===== src/rtl/adc_busy_reader.sv =====
module adc_busy_reader #(
  parameter int CNV_HI   = 3,
  parameter int CONV_MAX = 40,
  parameter int TIMEOUT  = 30,
  parameter int HALF     = 4,
  parameter int BITS     = 18
) (
  input  logic            clk,
  input  logic            rst_n,
  input  logic            start,
  input  logic            sdo_in,
  output logic            cnv,
  output logic            sdi,
  output logic            sck,
  output logic [BITS-1:0] data_out,
  output logic            data_valid,
  output logic            timeout_err
);
  localparam int LIMIT = CONV_MAX + TIMEOUT;
  localparam int CW    = $clog2(LIMIT + CNV_HI + HALF + 1) + 1;
  localparam int EW    = $clog2(BITS + 2) + 1;

  typedef enum logic [1:0] {S_IDLE, S_HI, S_WAIT, S_RD} st_t;

  st_t             state;
  logic [CW-1:0]   cnt;
  logic [EW-1:0]   edges;
  logic [BITS-1:0] shreg;
  logic            sdo_m, sdo_s, sdo_p;
  logic            sdo_fell;

  assign sdi      = 1'b1;
  assign sdo_fell = sdo_p & ~sdo_s;

  always_ff @(posedge clk) begin
    if (!rst_n) begin
      state       <= S_IDLE;
      cnt         <= '0;
      edges       <= '0;
      shreg       <= '0;
      cnv         <= 1'b0;
      sck         <= 1'b0;
      data_out    <= '0;
      data_valid  <= 1'b0;
      timeout_err <= 1'b0;
      sdo_m       <= 1'b1;
      sdo_s       <= 1'b1;
      sdo_p       <= 1'b1;
    end else begin
      data_valid <= 1'b0;
      sdo_m      <= sdo_in;
      sdo_s      <= sdo_m;
      sdo_p      <= sdo_s;
      case (state)
        S_IDLE: begin
          if (start) begin
            state       <= S_HI;
            cnv         <= 1'b1;
            cnt         <= '0;
            timeout_err <= 1'b0;
          end
        end
        S_HI: begin
          if (cnt == CW'(CNV_HI - 1)) begin
            cnv   <= 1'b0;
            cnt   <= '0;
            state <= S_WAIT;
          end else begin
            cnt <= cnt + 1'b1;
          end
        end
        S_WAIT: begin
          if (sdo_fell) begin
            state <= S_RD;
            cnt   <= '0;
            edges <= '0;
            sck   <= 1'b0;
          end else if (cnt == CW'(LIMIT - 1)) begin
            timeout_err <= 1'b1;
            state       <= S_IDLE;
            cnt         <= '0;
          end else begin
            cnt <= cnt + 1'b1;
          end
        end
        S_RD: begin
          if (cnt == CW'(HALF - 1)) begin
            cnt <= '0;
            sck <= ~sck;
            if (!sck && edges != '0)
              shreg <= {shreg[BITS-2:0], sdo_s};
            if (sck) begin
              edges <= edges + 1'b1;
              if (edges == EW'(BITS)) begin
                state      <= S_IDLE;
                data_out   <= shreg;
                data_valid <= 1'b1;
              end
            end
          end else begin
            cnt <= cnt + 1'b1;
          end
        end
        default: state <= S_IDLE;
      endcase
    end
  end

  AST_CNV_FROM_IDLE: assert property (@(posedge clk) disable iff (!rst_n)
    $rose(cnv) |-> $past(state) == S_IDLE);
  AST_SCK_ONLY_READ: assert property (@(posedge clk) disable iff (!rst_n)
    state != S_RD |-> !sck);
  AST_CNV_LOW_DURING_SCK: assert property (@(posedge clk) disable iff (!rst_n)
    sck |-> !cnv);
  AST_VALID_ONE_CYCLE: assert property (@(posedge clk) disable iff (!rst_n)
    data_valid |=> !data_valid);
  AST_NO_ERR_WITH_VALID: assert property (@(posedge clk) disable iff (!rst_n)
    data_valid |-> !timeout_err);
  AST_EDGE_BOUND: assert property (@(posedge clk) disable iff (!rst_n)
    edges <= EW'(BITS + 1));
endmodule


===== config.mk =====
export PLATFORM = sky130hd
export DESIGN_NAME = adc_busy_reader
export DESIGN_NICKNAME = d
export VERILOG_FILES = /design/src/rtl/adc_busy_reader.sv
export SDC_FILE = /design/constraint.sdc
export NUM_CORES = 1
export LEC_CHECK = 0
export ABC_AREA = 1
export BUFFER_PORTS_ARGS = -buffer_cell sky130_fd_sc_hd__buf_2
export CORE_AREA = 2 2 56 110
export DETAILED_ROUTE_END_ITERATION = 10
export DIE_AREA = 0 0 58 112
export GPL_ROUTABILITY_DRIVEN = 1
export PLACE_DENSITY = 0.66
export SLEW_MARGIN = 5
export SYNTH_ARGS = -nofsm -noshare
export SYNTH_HDL_FRONTEND = slang
export SYNTH_SLANG_ARGS = --single-unit

===== constraint.sdc =====
create_clock -name clk -period 1.9 [get_ports clk]
set_input_delay 0.095 -clock clk [delete_from_list [all_inputs] [get_ports clk]]
set_output_delay 0.095 -clock clk [all_outputs]
set_load 0.01 [all_outputs]

=== Yosys cells after proc, flatten, opt, wreduce, memory -nomap -nowiden ===
Index checks and enable logic that the tools add are counted.

* Register bits after elaboration: 59
* Latch bits: 0
* Memory bits (writable): 0
* ROM bits: 0
* Output and inout port bits: 23
* Memories: 0

* $add $sub $neg: 2
* $mul: 0
* Divide/modulo/power cells: 0
* Magnitude comparators: 0
* Equality and inequality tests: 16
* Shifts and indexed selects: 0
* Muxes and demuxes: 29
* Bitwise gates (word level): 3
* Reductions and logical operators: 15

{| class="wikitable"
|+ Operator list
! cell !! count
|-
| 2-to-1 mux 8 bit || 5
|-
| one-hot mux 8 bit (4 select lines) || 1
|-
| 2-to-1 mux 6 bit || 3
|-
| equality test 8 x 2 -> 1 bit (second input constant) || 2
|-
| inequality test 2 bit (second input constant) || 8
|-
| AND reduction 4 bit || 4
|-
| 2-to-1 mux 2 bit || 7
|-
| one-hot mux 6 bit (2 select lines) || 1
|-
| AND reduction 3 bit || 3
|-
| adder 8 x 1 -> 8 bit (second input constant) || 1
|-
| equality test 8 x 7 -> 1 bit (second input constant) || 1
|-
| 2-to-1 mux 1 bit || 8
|-
| one-hot mux 2 bit (4 select lines) || 1
|-
| adder 6 x 1 -> 6 bit (second input constant) || 1
|-
| equality test 6 x 5 -> 1 bit (second input constant) || 1
|-
| one-hot mux 1 bit (2 select lines) || 3
|-
| AND reduction 6 bit || 1
|-
| nonzero test 2 bit || 3
|-
| nonzero test 6 bit || 1
|-
| equality test 2 bit (second input constant) || 2
|-
| inequality test 3 bit (second input constant) || 1
|-
| equality test 2 x 1 -> 1 bit (second input constant) || 1
|-
| logical NOT 2 bit || 1
|-
| inverter 1 bit || 2
|-
| other kinds (3) || 3
|}

=== Depth between registers and ports, before layout ===
Gate-level depths: netlist of the first run.

* Depth in word-level cells: 5
* Mapped depth: 11
* Depth with buffers taken out: 11

=== Least setup slack after synthesis of the first run ===
No wires, ideal clock.

* Path type: register to register
* Start point: reg cnt[1]
* End point: reg data_out[10]
* Setup time: 0.145 ns
* Arrival: 1.271 ns
* Slack: 0.484 ns
* Cell stages (with the launch flop): 8
* Clock period less this slack: 1.416 ns
* Cell sequence: dfxtp_1 -> ha_1 -> nand2_4 -> nor2_8 -> nand3_4 -> buf_2 -> nor2_1 -> a211oi_2

* Longest elaborated chain between the ends: 2

{| class="wikitable"
|+ RTL lines
! item !! RTL line !! text
|-
| from (decl) || 26 || <nowiki>logic [CW-1:0] cnt;</nowiki>
|-
| from (signal assigned) || 69 || <nowiki>cnt <= cnt + 1'b1;</nowiki>
|-
| from (signal assigned) || 83 || <nowiki>cnt <= cnt + 1'b1;</nowiki>
|-
| from (signal assigned) || 101 || <nowiki>cnt <= cnt + 1'b1;</nowiki>
|-
| equality test 8 x 2 -> 1 bit || 87 || <nowiki>if (cnt == CW'(HALF - 1)) begin</nowiki>
|-
| AND reduction 4 bit (no line) || n/a ||
|-
| to (signal assigned) || 96 || <nowiki>data_out <= shreg;</nowiki>
|-
| to (decl) || 15 || <nowiki>output logic [BITS-1:0] data_out,</nowiki>
|}

No other way between the ends.
A chain may end at the register's enable or synchronous reset.

=== Final worst setup path of the first run ===
* Start point: reg edges[0]
* End point: reg data_out[13]

* Longest elaborated chain between the ends: 2

{| class="wikitable"
|+ RTL lines
! item !! RTL line !! text
|-
| from (decl) || 27 || <nowiki>logic [EW-1:0] edges;</nowiki>
|-
| from (signal assigned) || 93 || <nowiki>edges <= edges + 1'b1;</nowiki>
|-
| equality test 6 x 5 -> 1 bit || 94 || <nowiki>if (edges == EW'(BITS)) begin</nowiki>
|-
| AND reduction 4 bit (no line) || n/a ||
|}

No other way between the ends.

==> results of run 1 <==
sequential cells by signal, summed over array words and instances (netlist names):
signal / cells
data_out: 18
shreg: 18
cnt: 8
edges: 6
state: 2
cnv: 1
data_valid: 1
sck: 1
sdo_m: 1
sdo_p: 1
sdo_s: 1
timeout_err: 1
per-layer routing:
| metal | wire, um | track usage | vias to the layer above |
|---|---|---|---|
| met5 | 0 | 0 | - |
| met2 | 2900 | 0.314 | 31 |
| met1 | 2250 | 0.198 | 1016 |
| met4 | 161 | 0.115 | 0 |
| li1 | - | - | 1160 |
| met3 | 169 | 0.0441 | 9 |
power by group:
part | switching (mW) | internal [mW]
Clock | 0.525 | 1.15
Sequential | 0.0490 | 1.29
Combinational | 0.325 | 0.156
Total | 0.898 | 2.59
critical path: stages, from the launching register on:
cell      delay (ps)
dfxtp_1          330
inv_1            100
ha_1             150
nand3_1          100
nor2_2           250
nand3_2          390
nor2_1           240
a211oi_2          50
worst max path at each step:
stage                           endpoint  slack (ps)                   from
2_1_floorplan  data_out[10]$_SDFFE_PN0P_         480    cnt[1]$_SDFFE_PN0N_
3_3_place_gp    data_out[1]$_SDFFE_PN0P_         160  edges[0]$_SDFFE_PN0P_
3_5_place_dp    data_out[5]$_SDFFE_PN0P_         100    cnt[1]$_SDFFE_PN0N_
4_1_cts         data_out[5]$_SDFFE_PN0P_          70  edges[0]$_SDFFE_PN0P_
5_1_grt        data_out[13]$_SDFFE_PN0P_          20  edges[0]$_SDFFE_PN0P_
6_report       data_out[13]$_SDFFE_PN0P_         150  edges[0]$_SDFFE_PN0P_
cells in the mapped netlist, drive strengths merged, types with 4 or more instances:
| cell type | instances |
|---|---|
| inv | 61 |
| dfxtp | 59 |
| nor2 | 49 |
| nand2 | 48 |
| a21oi | 35 |
| o21ai | 29 |
| a211oi | 18 |
| nand3 | 16 |
| buf | 10 |
| ha | 6 |
| xor2 | 6 |
| clkbuf | 4 |
stage by stage:
step	utilization	area, um^2	setup WS (ps)	hold slack (ps)
floorplan	-	2740	484	202
CTS	0.569	3220	72.2	104
detailed placement	0.511	2890	95.1	287
finish	0.570	3230	154	91.0
global route	0.570	3230	17.6	113
global placement	0.511	2890	159	284
cell type report:
type | instances | share of cell area
clock inverters | 1 | 0.00930
flip-flops and latches | 59 | 0.366
well taps | 61 | 0.0236
clock buffers | 14 | 0.0880
multi-input cells | 213 | 0.389
repair buffers | 31 | 0.0535
inverters | 61 | 0.0709
repair_timing:
action | 4_1_cts | 5_1_grt
resized for setup | 0 | 0
hold buffers | 1 | 0
setup endpoints to repair | 0 | 7
endpoints found under the hold margin | 1 | 0
buffers inserted | 0 | 0
kinds of logic after synthesis:
kind of cell	after synthesis	share of synthesized area
adder cells (fa/ha/maj)	6	0.0274
other	1	0.00137
AND/OR/NAND/NOR	117	0.205
buffers and inverters	75	0.115
XOR/XNOR	6	0.0192
AO/OA/AOI/OAI	82	0.202
flip-flops	59	0.431
==> reports/metrics.cfg, run 1 <==
[sta]
hold_viol_final=0
fin_tns_setup_ps=0
slew_viol_final=0
setup_violations=0
skew_ps=5.95
rsz0062_at_grt=no
finalCritPeriodShare=0.919
max_freq_ghz=0.573
fin_crit_ps=1750

[global_routing]
grt_max_degree=37
track_usage=0.185
grt_pass1_vias=2125
antenna_found_initial=0
gr-total-overflow=0
grt_first_pass_wirelength_um=9080

[critical_path]
rrSetupSlack_ps=150
reg2reg_depth=7
crit_fanout=15
crit_arrival_ps=1940
cp-start-kind=flip-flop
r2r_end=data_out[13]$_SDFFE_PN0P_
crit_required_ps=2100
end_kind=flip-flop
worst-setup-path-type=reg2reg
r2r-start=edges[0]$_SDFFE_PN0P_

[routing]
num_vias=2216
totalWireLength_um=5490
via_per_inst=5.04
drc=0
firstDrtPassIters=4
dr.first_iter.drc_count=67
ant_nets=0
wl_per_cell_um=12.5

[clocking]
cts.clk_slew.worst_paths_ps=50
h-tree-depth=3
cts_num_sinks=59
numCtsBuffers=9
cts_tree=yes
cts_buffer_depth=2
cts-root-buf=clkbuf_16
clock_latency_ps=330

[final_layout]
nFillCells=526
multiInputGateArea_mm2=0.00125
seq_area_mm2=0.00118
area_delta_synth_final_pct=17.8
stdcell_count=440
finalNetCount=385
drive_above_1_share=0.214
final_cell_mix=59 x inv_1, 59 x dfxtp_1, 46 x nand2_1
antenna_cells=0

[synthesis]
yosysSeqAreaShare=0.431
syn-num-nets=356
synthTopCellsByArea=dfxtp_1 43%, a211oi_2 8.2%, inv_1 8.1%, a21oi_1 6.4%, nand2_1 6.3%
syn-cell-area_mm2=0.00274
synthArstFlopShare=0
synthFlopType=dfxtp_1
synth_top_area_frac=0.431
yosys_warnings=0
synth.distinct_cells=27
avgSynthCellArea_um2=7.92
synth-edff-count=0
yosys.area.top_type=dfxtp_1
syn_inst=346
synth_seq_cells=59

[power]
leakagePower_nw=1.37
ir_drop_mv=0.915
power_density_mw_per_mm2=1080
total_power_mw=3.49

[floorplanning]
row_count=39
initial_core_util=0.484
pin_count=27
dieArea_mm2=0.00650
core_mm2=0.00566
die_w_um=58
fp.dieH_um=112

[worst_hold_path]
hold_path_end=cnv$_SDFFE_PN0P_
min_path_cells=3
min_from=start
hold_path.class=in2reg

[run]
maxCapViolCount=0

[place]
io_buffers=25
dpl.cell_count=423
dpl.hpwl_um=3750
gp_congestion=0.829

[run_status]
status=completed

(Power assumes the default switching activity.)
==> inputs of run 2 (changes only) <==
--- a/config.mk
+++ b/config.mk
@@ -5,13 +5,12 @@
 export SDC_FILE = /design/constraint.sdc
 export NUM_CORES = 1
 export LEC_CHECK = 0
-export ABC_AREA = 1
 export BUFFER_PORTS_ARGS = -buffer_cell sky130_fd_sc_hd__buf_2
-export CORE_AREA = 2 2 56 110
+export CORE_AREA = 2 2 54 107
 export DETAILED_ROUTE_END_ITERATION = 10
-export DIE_AREA = 0 0 58 112
+export DIE_AREA = 0 0 56 109
 export GPL_ROUTABILITY_DRIVEN = 1
-export PLACE_DENSITY = 0.66
+export PLACE_DENSITY = 0.67
 export SLEW_MARGIN = 5
 export SYNTH_ARGS = -nofsm -noshare
 export SYNTH_HDL_FRONTEND = slang
==> reports/metrics.cfg, run 2 <==
[run_status]
status=completed

[routing]
num_vias=2408
via_per_inst=5.96
ant_nets=0
wl_per_cell_um=14.4
totalWireLength_um=5810
dr.first_iter.drc_count=84
firstDrtPassIters=4
drc=0

[critical_path]
end_kind=flip-flop
max_stage_delay_ps=450
reg2reg_depth=6
crit_arrival_ps=2030
cp-start-kind=flip-flop
rrSetupSlack_ps=70
worst-setup-path-type=reg2reg
path_common_cell=buf_4
crit_required_ps=2100
crit_chain=nor4_4, buf_4, a211oi_1, buf_4, nor4_1, a2111oi_1
r2r-start=cnt[7]$_SDFFE_PN0N_
cpMaxStageDelayCell=nor4_1
r2r_end=cnt[6]$_SDFFE_PN0N_
crit_fanout=6

[power]
power_density_mw_per_mm2=1030
ir_drop_mv=0.660
leakagePower_nw=1.13

[final_layout]
largestRegisters=data_out x18, shreg x18, cnt x8
mostFrequentLayoutCell=dfxtp_1
drive_above_1_share=0.192
area_delta_synth_final_pct=19.5
final_cell_mix=58 x dfxtp_1, 46 x a21oi_1, 42 x nand3_1
antenna_cells=0
utilization=0.582
finalNetCount=349

[sta]
max_freq_ghz=0.545
finalCritPeriodShare=0.965
slew_viol_final=0
hold_viol_final=0
slew_headroom=0.573
setup_violations=0
fin_crit_ps=1830
fin_ws_ps=65.6
skew_ps=7.77
tightest_slew_ps=640
rsz0062_at_grt=yes

[global_routing]
grt_pass1_vias=2168
gr-total-overflow=0
grt_max_degree=40
track_usage=0.206
antenna_found_initial=0
grt_first_pass_wirelength_um=9820

[floorplanning]
dieArea_mm2=0.00610
pin_count=27
fp.dieH_um=109
core_mm2=0.00533
initial_core_util=0.487
die_w_um=56
row_count=38

[place]
dpl.hpwl_um=3820
io_buffers=25
dp_slack_ps=36.9
gp_congestion=0.827

[synthesis]
synthFlopType=dfxtp_1
syn-cell-area_mm2=0.00259
synthTopCellsByArea=dfxtp_1 46%, a21oi_1 8.9%, nand3_1 8.1%, o21ai_0 7.9%, ha_1 2.9%
synthArstFlopShare=0
synth_top_area_frac=0.455
synth.distinct_cells=44
avgSynthCellArea_um2=8.42
synthTopCellsByCount=59 x dfxtp_1, 46 x a21oi_1, 42 x nand3_1
syn_inst=308
synth-edff-count=0
yosys.area.top_type=dfxtp_1
synth_seq_cells=59
synth_most_common_cell=dfxtp_1
yosys_warnings=0
yosysSeqAreaShare=0.455
syn-num-nets=318

[clocking]
clock_latency_ps=340
cts_buffer_depth=2
cts_tree=yes
h-tree-depth=3
post_cts_buffers=0
cts_num_sinks=59
cts.clk_slew.worst_paths_ps=60
cts-root-buf=clkbuf_8
numCtsBuffers=9

[worst_hold_path]
hold_path.class=in2reg
min_path_cells=2
min_from=rst_n
hold_path_end=sdo_m$_SDFF_PN1_

[run]
maxCapViolCount=0

-- run 2: layout make-up --
type,instances,area [um^2]
multi-input combinational,216,1300
timing repair buffer,44,283
fill,506,2230
clock inverter,4,72.6
inverter,9,33.8
clock buffer,12,155
sequential,59,1180
tap,60,75.1
-- run 2: cell families after synthesis --
kind of cell    share of synthesized area
compound gates                      0.251
simple gates                        0.192
flops                               0.455
buf+inv                            0.0526
fa+ha+maj                          0.0289
mux                                0.0116
xor+xnor                          0.00675
other cells                       0.00145
-- run 2: per-layer routing --
metal | vias to the layer above | share of wire | GRT usage
met3 | 17 | 0.050 | 0.0546
li1 | 1202 | - | -
met2 | 75 | 0.48 | 0.322
met4 | 0 | 0.028 | 0.128
met1 | 1114 | 0.44 | 0.250
met5 | - | 0 | 0
-- run 2: metrics by stage --
step / hold WS (ps) / TNS (ps) / total power [mW] / instance area [um^2] / std cells
after floorplan: 168 / 0 / 1.71 / 2590 / 308
after global placement: 281 / 0 / 1.86 / 2840 / 387
after detailed placement: 281 / 0 / 1.88 / 2840 / 387
after CTS: 25.0 / 0 / 3.18 / 3080 / 404
after global routing: 52.6 / -91.3 / 3.32 / 3100 / 404
final: 47.6 / 0 / 3.20 / 3100 / 404
-- run 2: how the worst max path moves through the flow --
stage	start	end	slack, ps
floorplan	cnt[1]$_SDFFE_PN0N_	cnt[5]$_SDFFE_PN0N_	100
global placement	cnt[7]$_SDFFE_PN0N_	state[1]$_SDFFE_PN0P_	160
detailed placement	cnt[1]$_SDFFE_PN0N_	cnt[6]$_SDFFE_PN0N_	40
CTS	cnt[1]$_SDFFE_PN0N_	cnt[6]$_SDFFE_PN0N_	30
global route	cnt[7]$_SDFFE_PN0N_	cnt[3]$_SDFFE_PN0N_	-40
finish	cnt[7]$_SDFFE_PN0N_	cnt[6]$_SDFFE_PN0N_	70
-- run 2: where the power goes --
group / total, mW / internal (mW) / switching [mW]
sequential: 1.33 / 1.28 / 0.0440
clock: 1.30 / 0.808 / 0.492
combinational: 0.569 / 0.233 / 0.336
total: 3.20 / 2.32 / 0.872
-- run 2: repair_timing --
item	in CTS	in global routing
resized for setup	0	7
setup endpoints to repair	0	11
hold endpoints to repair	1	0
hold buffers	1	0
-- run 2: critical path, delay by kind of cell (launching register included) --
family          cells  cell delay, ps
simple gates        2             810
flops               1             360
buf+inv             2             360
compound gates      2             180
==> inputs of run 3 (changes only) <==
--- a/config.mk
+++ b/config.mk
@@ -6,11 +6,13 @@
 export NUM_CORES = 1
 export LEC_CHECK = 0
 export BUFFER_PORTS_ARGS = -buffer_cell sky130_fd_sc_hd__buf_2
-export CORE_AREA = 2 2 54 107
+export CELL_PAD_IN_SITES_DETAIL_PLACEMENT = 1
+export CELL_PAD_IN_SITES_GLOBAL_PLACEMENT = 1
+export CORE_AREA = 2 2 58 115
 export DETAILED_ROUTE_END_ITERATION = 10
-export DIE_AREA = 0 0 56 109
-export GPL_ROUTABILITY_DRIVEN = 1
-export PLACE_DENSITY = 0.67
+export DIE_AREA = 0 0 60 117
+export GPL_ROUTABILITY_DRIVEN = 0
+export PLACE_DENSITY = 0.75
 export SLEW_MARGIN = 5
 export SYNTH_ARGS = -nofsm -noshare
 export SYNTH_HDL_FRONTEND = slang
==> reports/metrics.cfg, run 3 (synthesis results as in run 2) <==
[worst_hold_path]
hold_path.class=in2reg

[sta]
skew_ps=5.51
max_freq_ghz=0.509
slew_viol_final=0
finalCritPeriodShare=1.03
setup_violations=2
fin_crit_ps=1960
hold_viol_final=0
slew_headroom=0.613
tightest_slew_ps=579
fin_ws_ps=-63.9
rsz0062_at_grt=yes

[global_routing]
gr-total-overflow=0
grt_pass1_vias=2510
antenna_found_initial=0
grt_max_degree=40
grt_first_pass_wirelength_um=11800
track_usage=0.220

[clocking]
clock_latency_ps=320
numCtsBuffers=9
cts_buffer_depth=2
cts-root-buf=clkbuf_16
h-tree-depth=3
cts_num_sinks=59
cts.clk_slew.worst_paths_ps=50
cts_tree=yes

[power]
sw_frac_of_total=0.270
pwr-share-seq=0.362
p_switching_uw=998
p_int_mw=2.70
leakagePower_nw=1.21
pwr-share-clk=0.456
combinationalPowerShare=0.181
power_density_mw_per_mm2=1120
ir_drop_mv=0.674

[floorplanning]
die_w_um=60
pin_count=27
initial_core_util=0.418
dieArea_mm2=0.00702
fp.dieH_um=117
core_mm2=0.00621
row_count=41

[final_layout]
drive_above_1_share=0.234
antenna_cells=0
mostFrequentLayoutCell=dfxtp_1
utilization=0.534
final_cell_mix=55 x dfxtp_1, 44 x a21oi_1, 42 x nand3_1
largestRegisters=data_out x18, shreg x18, cnt x8
area_delta_synth_final_pct=27.7
finalNetCount=355

[routing]
via_per_inst=5.80
dr.first_iter.drc_count=99
drc=0
wl_per_cell_um=16.8
ant_nets=0
totalWireLength_um=7320
num_vias=2529
firstDrtPassIters=5

[critical_path]
end_kind=flip-flop
worst-setup-path-type=reg2reg
crit_required_ps=2080
r2r_end=cnt[4]$_SDFFE_PN0N_
crit_fanout=7
setup.worst_path.end=cnt[4]$_SDFFE_PN0N_
reg2reg_depth=5
crit_arrival_ps=2140
r2r-start=cnt[7]$_SDFFE_PN0N_
cp-start-kind=flip-flop
rrSetupSlack_ps=-60
crit_path_start=cnt[7]$_SDFFE_PN0N_

[run_status]
status=finished, violations left
failed_checks=setup timing

[place]
io_buffers=25
dp_slack_ps=45.0
dpl.hpwl_um=4400

[run]
maxCapViolCount=0

[run 3: power by group through the flow]
| stage | logic (mW) | registers (mW) | clock network (mW) |
|---|---|---|---|
| after CTS | 0.565 | 1.33 | 1.72 |
| after global routing | 0.732 | 1.34 | 1.78 |
| final | 0.669 | 1.34 | 1.69 |
| after global placement | 0.505 | 1.35 | 0 |
| after detailed placement | 0.537 | 1.35 | 0 |
| after floorplan | 0.370 | 1.34 | 0 |
[run 3: what timing repair did]
item	in CTS	in global routing
pin swaps	0	5
buffers inserted	0	4
endpoints found under the setup margin	2	11
endpoints found under the hold margin	1	0
cloned	0	1
hold buffers	1	0
resized for setup	2	19
[run 3: how the worst min path moves through the flow]
stage            from          endpoint  slack (ps)  cells after the start
2_1_floorplan   rst_n  sdo_p$_SDFF_PN1_         170                      1
3_3_place_gp   sdo_in  sdo_m$_SDFF_PN1_         280                      2
3_5_place_dp   sdo_in  sdo_m$_SDFF_PN1_         280                      2
4_1_cts         rst_n  sdo_s$_SDFF_PN1_          60                      2
5_1_grt         rst_n  sdo_m$_SDFF_PN1_          90                      2
6_report        rst_n  sdo_s$_SDFF_PN1_          70                      2
[run 3: worst max-delay path: stages (launching register included)]
cell	delay, ps
dfxtp_4	360
nor4_4	390
a31oi_2	170
clkdlybuf4s15_2	320
a2111oi_1	470
a311oi_1	110
[run 3: per-layer routing]
layer  vias to the layer above  part of all wire  GRT usage
met5                         -                 0          0
met4                         0             0.021     0.0963
met3                        13             0.029     0.0516
met2                        50              0.51      0.349
met1                      1255              0.44      0.280
li1                       1211                 -          -
[run 3: area by class of cell]
cell class                      instances  area (um^2)
Timing Repair Buffer                   50          332
Fill cell                             731         2890
Inverter                                9         33.8
Clock buffer                           11          233
Tap cell                               86          108
Sequential cell                        59         1190
Clock inverter                          5         77.6
Multi-Input combinational cell        216         1340
[run 3: per-stage QoR]
step                      hold WS (ps)  cell area, um^2  setup TNS [ps]  cells  power (mW)
after CTS                         60.5             3210               0    431        3.62
after global placement             281             2880               0    414        1.85
final                             66.9             3310           -74.9    436        3.69
after detailed placement           282             2880               0    414        1.89
after global routing              85.9             3310            -492    436        3.86
after floorplan                    168             2590               0    308        1.71
